**src/rtl/bclk_pkg.sv**
```systemverilog
`timescale 1ns/1ps
// bclk_pkg: shared encodings for the bit clock generator.
// Assumes the rate and word-length codes are fixed by the register layout
// of the surrounding audio port.
package bclk_pkg;

    localparam int unsigned RATE_W   = 3;
    localparam int unsigned WL_W     = 2;
    localparam int unsigned DIVLOG_W = 2;

    // Oversampling rate codes; the two top codes are reserved.
    typedef enum logic [RATE_W-1:0] {
        FS_128  = 3'd0,
        FS_192  = 3'd1,
        FS_256  = 3'd2,
        FS_384  = 3'd3,
        FS_512A = 3'd4,
        FS_512B = 3'd5,
        FS_RSV6 = 3'd6,
        FS_RSV7 = 3'd7
    } rate_e;

    // Word length codes.
    typedef enum logic [WL_W-1:0] {
        WL_16 = 2'd0,
        WL_20 = 2'd1,
        WL_24 = 2'd2,
        WL_32 = 2'd3
    } wlen_e;

endpackage

```
**src/rtl/bclk_cfg_decode.sv**
```systemverilog
`timescale 1ns/1ps
// bclk_cfg_decode: turns the raw rate code, format flag and word length
// into a legality bit, a log2 divide ratio and the bit count per frame.
// Purely combinational. Assumes CNT_W can hold the largest frame (512).
module bclk_cfg_decode
    import bclk_pkg::*;
#(
    parameter int unsigned CNT_W = 10
) (
    input  logic [RATE_W-1:0]   rate_i,
    input  logic                dsp_i,
    input  logic [WL_W-1:0]     wl_i,
    output logic                legal_o,
    output logic [DIVLOG_W-1:0] div_log_o,
    output logic [CNT_W-1:0]    nbits_o
);

    rate_e            rate;
    wlen_e            wlen;
    logic [CNT_W-1:0] fs_mult;
    logic             rsv_code;
    logic             dsp_short128;
    logic             dsp_short192;

    assign rate = rate_e'(rate_i);
    assign wlen = wlen_e'(wl_i);

    // Master-clock cycles per sample period for each rate code.
    always_comb begin
        case (rate)
            FS_128:           fs_mult = CNT_W'(128);
            FS_192:           fs_mult = CNT_W'(192);
            FS_256:           fs_mult = CNT_W'(256);
            FS_384:           fs_mult = CNT_W'(384);
            FS_512A, FS_512B: fs_mult = CNT_W'(512);
            default:          fs_mult = CNT_W'(128);
        endcase
    end

    // Divide ratio: DSP runs at master rate, low rates halve, high rates quarter.
    always_comb begin
        if (dsp_i)
            div_log_o = DIVLOG_W'(0);
        else if (rate == FS_128 || rate == FS_192)
            div_log_o = DIVLOG_W'(1);
        else
            div_log_o = DIVLOG_W'(2);
    end

    // Bit clock periods per frame.
    assign nbits_o = fs_mult >> div_log_o;

    // Combinations that cannot carry eight channels, plus reserved codes.
    assign rsv_code     = (rate == FS_RSV6) || (rate == FS_RSV7);
    assign dsp_short128 = dsp_i && (rate == FS_128) && (wlen != WL_16);
    assign dsp_short192 = dsp_i && (rate == FS_192) && (wlen == WL_32);
    assign legal_o      = !(rsv_code || dsp_short128 || dsp_short192);

endmodule

```
**src/rtl/bclk_phase_gen.sv**
```systemverilog
`timescale 1ns/1ps
// bclk_phase_gen: master-cycle phase counter inside one bit period, the
// registered bit clock for divide-by-2/4 and the gate enable for divide-by-1.
// Assumes the caller supplies both the active and the next configuration,
// and asserts reload_i at every frame boundary and while idle.
module bclk_phase_gen
    import bclk_pkg::*;
#(
    parameter int unsigned PH_W = 2
) (
    input  logic                clk,
    input  logic                rst_n,
    input  logic                run_i,
    input  logic                dsp_i,
    input  logic [DIVLOG_W-1:0] div_log_i,
    input  logic                reload_i,
    input  logic                nxt_run_i,
    input  logic                nxt_dsp_i,
    input  logic [DIVLOG_W-1:0] nxt_div_log_i,
    output logic                period_end_o,
    output logic                bclk_reg_o,
    output logic                bclk_gate_o
);

    localparam logic [PH_W:0] PH_ONE = (PH_W+1)'(1);

    logic [PH_W-1:0] ph_q;
    logic [PH_W-1:0] ph_d;
    logic [PH_W:0]   div_cur;
    logic [PH_W:0]   div_nxt;
    logic            bclk_reg_d;

    assign div_cur = PH_ONE << div_log_i;
    assign div_nxt = PH_ONE << nxt_div_log_i;

    // Last master cycle of the current bit period.
    assign period_end_o = run_i && ({1'b0, ph_q} == (div_cur - PH_ONE));

    // Next phase: restart at a reload or at the end of a bit period.
    always_comb begin
        if (reload_i || period_end_o)
            ph_d = '0;
        else
            ph_d = ph_q + PH_W'(1);
    end

    // Divided bit clock is low in the first half of the period, high in the second.
    assign bclk_reg_d = nxt_run_i && !nxt_dsp_i && ({1'b0, ph_d} >= (div_nxt >> 1));

    // Phase counter and registered divided clock.
    always_ff @(posedge clk) begin
        if (!rst_n) begin
            ph_q       <= '0;
            bclk_reg_o <= 1'b0;
        end else begin
            ph_q       <= ph_d;
            bclk_reg_o <= bclk_reg_d;
        end
    end

    // Gate enable changes only while the master clock is low, so no runt pulse.
    always_ff @(negedge clk) begin
        if (!rst_n)
            bclk_gate_o <= 1'b0;
        else
            bclk_gate_o <= run_i && dsp_i;
    end

endmodule

```
**src/rtl/bclk_frame_ctr.sv**
```systemverilog
`timescale 1ns/1ps
// bclk_frame_ctr: counts bit periods inside a frame and forms the frame
// clock: a half-frame level in ordinary formats, a one-bit pulse in DSP format.
// Assumes period_end_i marks the last master cycle of each bit period.
module bclk_frame_ctr #(
    parameter int unsigned CNT_W = 10
) (
    input  logic             clk,
    input  logic             rst_n,
    input  logic             period_end_i,
    input  logic             reload_i,
    input  logic [CNT_W-1:0] nbits_i,
    input  logic             nxt_run_i,
    input  logic             nxt_dsp_i,
    input  logic [CNT_W-1:0] nxt_nbits_i,
    output logic             last_bit_o,
    output logic             frame_o
);

    logic [CNT_W-1:0] bit_q;
    logic [CNT_W-1:0] bit_d;
    logic             frame_d;

    // Current bit is the final one of the frame.
    assign last_bit_o = (bit_q == (nbits_i - CNT_W'(1)));

    // Next bit index: restart on reload, advance at each bit-period end.
    always_comb begin
        if (reload_i)
            bit_d = '0;
        else if (period_end_i)
            bit_d = bit_q + CNT_W'(1);
        else
            bit_d = bit_q;
    end

    // Frame level for the coming cycle, from the coming bit index.
    always_comb begin
        if (!nxt_run_i)
            frame_d = 1'b0;
        else if (nxt_dsp_i)
            frame_d = (bit_d == '0);
        else
            frame_d = (bit_d < (nxt_nbits_i >> 1));
    end

    // Bit counter and registered frame clock.
    always_ff @(posedge clk) begin
        if (!rst_n) begin
            bit_q   <= '0;
            frame_o <= 1'b0;
        end else begin
            bit_q   <= bit_d;
            frame_o <= frame_d;
        end
    end

endmodule

```
**src/rtl/audio_bclk_gen.sv**
```systemverilog
`timescale 1ns/1ps
// audio_bclk_gen: master-mode bit clock and frame clock generator.
// Holds an active configuration that is replaced only at a frame boundary
// or while idle; illegal settings halt both clocks and raise cfg_err.
// Assumes all inputs are synchronous to mclk.
module audio_bclk_gen
    import bclk_pkg::*;
#(
    parameter int unsigned FS_MAX  = 512,
    parameter int unsigned DIV_MAX = 4
) (
    input  logic              mclk,
    input  logic              rst_n,
    input  logic [RATE_W-1:0] rate_sel,
    input  logic              dsp_fmt,
    input  logic [WL_W-1:0]   word_len,
    output logic              bclk,
    output logic              frame,
    output logic              cfg_err
);

    localparam int unsigned CNT_W = $clog2(FS_MAX) + 1;
    localparam int unsigned PH_W  = $clog2(DIV_MAX);

    logic                in_legal;
    logic [DIVLOG_W-1:0] in_div_log;
    logic [CNT_W-1:0]    in_nbits;

    logic                run_q;
    logic                err_q;
    logic                act_dsp_q;
    logic [RATE_W-1:0]   act_rate_q;
    logic [DIVLOG_W-1:0] act_div_log_q;
    logic [CNT_W-1:0]    act_nbits_q;

    logic                boundary;
    logic                nxt_run;
    logic                nxt_dsp;
    logic [DIVLOG_W-1:0] nxt_div_log;
    logic [CNT_W-1:0]    nxt_nbits;

    logic                period_end;
    logic                last_bit;
    logic                bclk_reg;
    logic                bclk_gate;

    bclk_cfg_decode #(.CNT_W(CNT_W)) u_decode (
        .rate_i    (rate_sel),
        .dsp_i     (dsp_fmt),
        .wl_i      (word_len),
        .legal_o   (in_legal),
        .div_log_o (in_div_log),
        .nbits_o   (in_nbits)
    );

    // A new setting may be taken when idle or on the frame's last master cycle.
    assign boundary = !run_q || (period_end && last_bit);

    // Configuration seen by the counters after the coming edge.
    assign nxt_run     = boundary ? in_legal   : run_q;
    assign nxt_dsp     = boundary ? dsp_fmt    : act_dsp_q;
    assign nxt_div_log = boundary ? in_div_log : act_div_log_q;
    assign nxt_nbits   = boundary ? in_nbits   : act_nbits_q;

    // Active configuration register, swapped only at a boundary.
    always_ff @(posedge mclk) begin
        if (!rst_n) begin
            run_q         <= 1'b0;
            err_q         <= 1'b0;
            act_dsp_q     <= 1'b0;
            act_rate_q    <= '0;
            act_div_log_q <= '0;
            act_nbits_q   <= '0;
        end else if (boundary) begin
            run_q         <= in_legal;
            err_q         <= !in_legal;
            act_dsp_q     <= dsp_fmt;
            act_rate_q    <= rate_sel;
            act_div_log_q <= in_div_log;
            act_nbits_q   <= in_nbits;
        end
    end

    bclk_phase_gen #(.PH_W(PH_W)) u_phase (
        .clk           (mclk),
        .rst_n         (rst_n),
        .run_i         (run_q),
        .dsp_i         (act_dsp_q),
        .div_log_i     (act_div_log_q),
        .reload_i      (boundary),
        .nxt_run_i     (nxt_run),
        .nxt_dsp_i     (nxt_dsp),
        .nxt_div_log_i (nxt_div_log),
        .period_end_o  (period_end),
        .bclk_reg_o    (bclk_reg),
        .bclk_gate_o   (bclk_gate)
    );

    bclk_frame_ctr #(.CNT_W(CNT_W)) u_frame (
        .clk          (mclk),
        .rst_n        (rst_n),
        .period_end_i (period_end),
        .reload_i     (boundary),
        .nbits_i      (act_nbits_q),
        .nxt_run_i    (nxt_run),
        .nxt_dsp_i    (nxt_dsp),
        .nxt_nbits_i  (nxt_nbits),
        .last_bit_o   (last_bit),
        .frame_o      (frame)
    );

    // Divide-by-1 path is the gated master clock; the other paths are registered.
    assign bclk    = (mclk & bclk_gate) | bclk_reg;
    assign cfg_err = err_q;

endmodule

```
**config.mk**
```make
export PLATFORM = sky130hd
export DESIGN_NAME = audio_bclk_gen
export DESIGN_NICKNAME = d
export VERILOG_FILES = /design/src/rtl/bclk_pkg.sv /design/src/rtl/bclk_cfg_decode.sv /design/src/rtl/bclk_phase_gen.sv /design/src/rtl/bclk_frame_ctr.sv /design/src/rtl/audio_bclk_gen.sv
export SDC_FILE = /design/constraint.sdc
export NUM_CORES = 1
export LEC_CHECK = 0
export BUFFER_PORTS_ARGS = -buffer_cell sky130_fd_sc_hd__buf_2
export CAP_MARGIN = 20
export CORE_AREA = 3 3 71 73
export CTS_BUF_LIST = sky130_fd_sc_hd__clkbuf_8 sky130_fd_sc_hd__clkbuf_16
export CTS_CLUSTER_SIZE = 40
export DETAILED_ROUTE_END_ITERATION = 8
export DIE_AREA = 0 0 74 76
export SYNTH_ARGS = -nofsm -noshare
export SYNTH_HDL_FRONTEND = slang
export SYNTH_SLANG_ARGS = --single-unit
```
**constraint.sdc**
```tcl
create_clock -name mclk -period 6.1 [get_ports mclk]
set_clock_uncertainty 0.1 [all_clocks]
set_input_delay 0.915 -clock mclk [delete_from_list [all_inputs] [get_ports mclk]]
set_output_delay 0.915 -clock mclk [all_outputs]
set_load 0.1 [all_outputs]
```
### Word-level counts from Yosys, hierarchy flattened

Cells that the tools add are included.

* register bits: 30
* input bits: 8
* output and inout port bits: 3

* add/subtract/negate cells: 4
* $lt $le $gt $ge: 2
* eq/ne operators: 10
* shifts and indexed selects: 3
* multiplexer cells: 11
* bitwise logic cells: 2
* reduce and logical (&&, ||, !) cells: 23

Operator list (count)
* 10-bit case mux with 4 select lines: 1
* 10-bit 2-to-1 mux: 3
* 3-bit equality test (second input constant): 4
* 10-bit by 1-bit adder with 10-bit output (second input constant): 1
* 10-bit equality test: 1
* 10-bit logical NOT: 1
* 10-bit by 9-bit < comparator with 1-bit output: 1
* 10-bit by 2-bit >> shifter with 10-bit output: 1
* 10-bit by 1-bit subtractor with 10-bit output (second input constant): 1
* 1-bit logical AND: 9
* 2-bit 2-to-1 mux: 4
* 3-bit by 2-bit equality test with 1-bit output (second input constant): 2
* 1-bit logical OR: 6
* 1-bit by 2-bit left shift with 3-bit output (first input constant): 2
* 2-bit by 3-bit equality test with 1-bit output: 1
* 3-bit by 1-bit equality test with 1-bit output (second input constant): 1
* 1-bit logical NOT: 3
* 3-bit logical NOT: 1
* 1-bit 2-to-1 mux: 3
* 3-bit by 1-bit subtractor with 3-bit output (second input constant): 1
* 2-bit by 1-bit adder with 2-bit output (second input constant): 1
* 2-bit equality test (second input constant): 1
* 2-bit greater-or-equal comparator: 1
* 2-bit AND reduction: 1
* 4 further kinds: 4

### Depth between registers and ports, before layout

* depth in word-level cells: 10
* mapped depth: 19
* gate-level depth less buffers: 18

### Modules after synthesis

From an unflattened synthesis, not the netlist that was laid out.

* cells, all modules: 278
* area, all modules: 2297.2 µm²

Modules (own cells, without submodules)
* bclk_frame_ctr: times used 1, cells each 145, area each 1112.3 µm²
* audio_bclk_gen: times used 1, cells each 81, area each 799.5 µm²
* bclk_phase_gen: times used 1, cells each 26, area each 230.2 µm²
* bclk_cfg_decode: times used 1, cells each 26, area each 155.1 µm²

==> flow_metrics.env <==
export IMPL_status="finished, final reports clean"
export IMPL_grt_max_degree=15
export IMPL_hp_class="register to register"
export IMPL_power_density_nw_per_um2=240
export IMPL_grt_first_pass_wirelength_mm=7.31
export IMPL_cpMaxStageDelayCell="buf_2"
export IMPL_cp_slowest_stage_delay_ps=410
export IMPL_antenna_found_initial=0
export IMPL_die_x_um=74
export IMPL_irDropWorstVdd_mv=0.129
export IMPL_antenna_cells=0
export IMPL_clkSlewWorstSetupHoldPaths_ps=70
export IMPL_cts_resized_gates=0
export IMPL_die_area_um2=5620
export IMPL_wl_per_cell_um=14.7
export IMPL_timing_hold_ws_ps=386
export IMPL_tritoncts="built"
export IMPL_cts_setup_buffers=0
export IMPL_grt_pass1_vias=1538
export IMPL_setup_tns_final_ps=0
export IMPL_drt_pass1_iterations=4
export IMPL_end_kind="output pin"
export IMPL_drtIter0Drc=108
export IMPL_grt_overflow_total=0
export IMPL_synth_top_area_share_pct=30.8
export IMPL_drc_errors=0
export IMPL_synth_fp_nets=243
export IMPL_slew_headroom_pct=64.4
export IMPL_yosysMostFrequentCell="nor2_1"
export IMPL_syn_instance_count=223
export IMPL_hold_buffers=0
export IMPL_ys_flop_type="dfxtp_1"
export IMPL_arrival_ps=4330
export IMPL_die_h_um=76
export IMPL_num_rows=24
export IMPL_syn_area_per_cell_um2=8.46
export IMPL_synth_edf_count=0
export IMPL_place_congestion=0.804
export IMPL_clk_latency_ps=400
export IMPL_post_synth_top_area_cell="dfxtp_1"
export IMPL_synth_area_leaders="dfxtp_1 (31%), ha_1 (8.0%), nor2_1 (7.8%), xnor2_1 (7.4%), and3_1 (4.3%)"
export IMPL_viasPerCell=5.42
export IMPL_ios=11
export IMPL_synth_warnings=0
export IMPL_synth_area_um2=1890
export IMPL_ant_nets=0
export IMPL_crit_type="register to output pin"
export IMPL_fin_nets=257
export IMPL_start_util_pct=42.7
export IMPL_crit_chain="a21o_1 -> buf_2"
export IMPL_slew_viol_final=0
export IMPL_syn_to_final_growth_pct=11.3
export IMPL_rsz0062_at_grt="no"
export IMPL_coreArea_um2=4410
export IMPL_yosys_cell_types_count=48
export IMPL_cp_max_fo=1
export IMPL_port_buffers=10
export IMPL_crit_required_ps=5080
export IMPL_setup_viol=0
export IMPL_vias=1572
export IMPL_post_dp_hpwl_mm=3.17
export IMPL_leakage_nw=0.907
export IMPL_cap_viol_max_count=0
export IMPL_grt_use_total_pct=17.1
export IMPL_async_flop_share_pct=0
export IMPL_worst_path_buf_inv=1
export IMPL_synthTopCellsByCount="nor2_1 (39), dfxtp_1 (29), xnor2_1 (16), and3_1 (13), ha_1 (12)"
export IMPL_synth_seq_cells=29
export IMPL_cp_start_kind="register"
export IMPL_routed_wl_mm=4.27
export IMPL_yosysSeqAreaShare_pct=30.8
export IMPL_path_delay_family="buffers and inverters"
export IMPL_hold_violations=0
export IMPL_worst_slew_pin_transition_ps=532
export IMPL_drive_gt1_share_pct=12.6
==> report_power, final <==
part	total [W]	switching (W)	internal (W)
logic	0.0000690	0.0000433	0.0000257
registers	0.000204	0.00000798	0.000196
clock network	0.000231	0.0000963	0.000135
==> final cells by class <==
type / count / area, um2
fillers: 440 / 2320
multi-input cells: 183 / 1250
flip-flops and latches: 29 / 581
clock buffers: 10 / 129
well taps: 52 / 65.1
repair buffers: 9 / 45.0
clock inverters: 3 / 17.5
inverters: 4 / 15.0
==> per-stage QoR <==
stage	std cells	area [um2]	util (%)	setup WS (ps)	power, W
after floorplan	223	1890	-	1090	0.000272
after global placement	279	1960	44.4	1250	0.000287
after detailed placement	279	1960	44.4	1240	0.000287
after CTS	290	2100	47.5	733	0.000511
after global routing	290	2100	47.5	715	0.000530
final	290	2100	47.5	751	0.000504
==> final timing paths <==
kind	from	end	slack [ps]	cells past startpoint
max	u_phase.bclk_gate_o	bclk	750	2
min reg2reg	cfg_err	cfg_err	390	2
max reg2reg	act_nbits_q[1]	u_frame.frame_o	1800	18
min	cfg_err	cfg_err	390	2
==> worst register-to-register path, cell delays in order (launching register included) <==
cell	delay (ps)
dfxtp_1	350
inv_1	90
ha_1	260
or4b_4	510
nor2_2	110
xnor2_1	120
a2111oi_4	390
o211ai_4	190
nand2_1	460
nor2_1	130
ha_1	310
a21o_1	180
a21o_1	170
a21oi_1	130
o21ai_0	130
nor2_1	100
and3_1	150
o21ai_0	70
a22oi_1	240
==> cells in the final DEF, fill, tap and decap left out, drive strengths merged, types with 2 or more instances in the layout <==
| cell | netlist | layout |
|---|---|---|
| a21o | 4 | 4 |
| a21oi | 10 | 10 |
| and2 | 4 | 4 |
| and3 | 13 | 13 |
| buf | 4 | 10 |
| clkbuf | 2 | 9 |
| clkinv | 1 | 3 |
| dfxtp | 29 | 29 |
| ha | 12 | 12 |
| inv | 4 | 4 |
| mux2i | 7 | 7 |
| nand2 | 11 | 11 |
| nand2b | 3 | 3 |
| nand3 | 9 | 9 |
| nand3b | 2 | 2 |
| nand4 | 3 | 3 |
| nor2 | 40 | 40 |
| nor2b | 2 | 2 |
| nor3 | 4 | 4 |
| nor3b | 3 | 3 |
| nor4 | 2 | 2 |
| o211ai | 2 | 2 |
| o21ai | 8 | 8 |
| o31a | 2 | 2 |
| or3 | 3 | 3 |
| xnor2 | 16 | 16 |
| xor2 | 8 | 8 |
==> cell families (layout without fill, tap and decap cells) <==
family	after synthesis	count (layout)	share of synthesized area [%]
compound gates	35	35	13.9
xor+xnor	24	24	11.1
fa+ha+maj	12	12	7.96
buf+inv	11	26	3.12
flops	29	29	30.8
mux	7	7	3.72
simple gates	105	105	29.4
==> state kept, by name, indices dropped and copies added, names as in the netlist <==
name and count:
u_frame.bit_q 10, act_nbits_q 9, act_div_log_q 2, u_phase.ph_q 2, act_dsp_q 1, cfg_err 1
run_q 1, u_frame.frame_o 1, u_phase.bclk_gate_o 1, u_phase.bclk_reg_o 1
==> layer usage <==
metal | track usage, % | part of all wire (%)
met4 | 10.5 | 3.0
met2 | 23.0 | 43
met5 | 0 | 0
met3 | 4.62 | 3.3
met1 | 23.7 | 51
(Power assumes the default switching activity.)
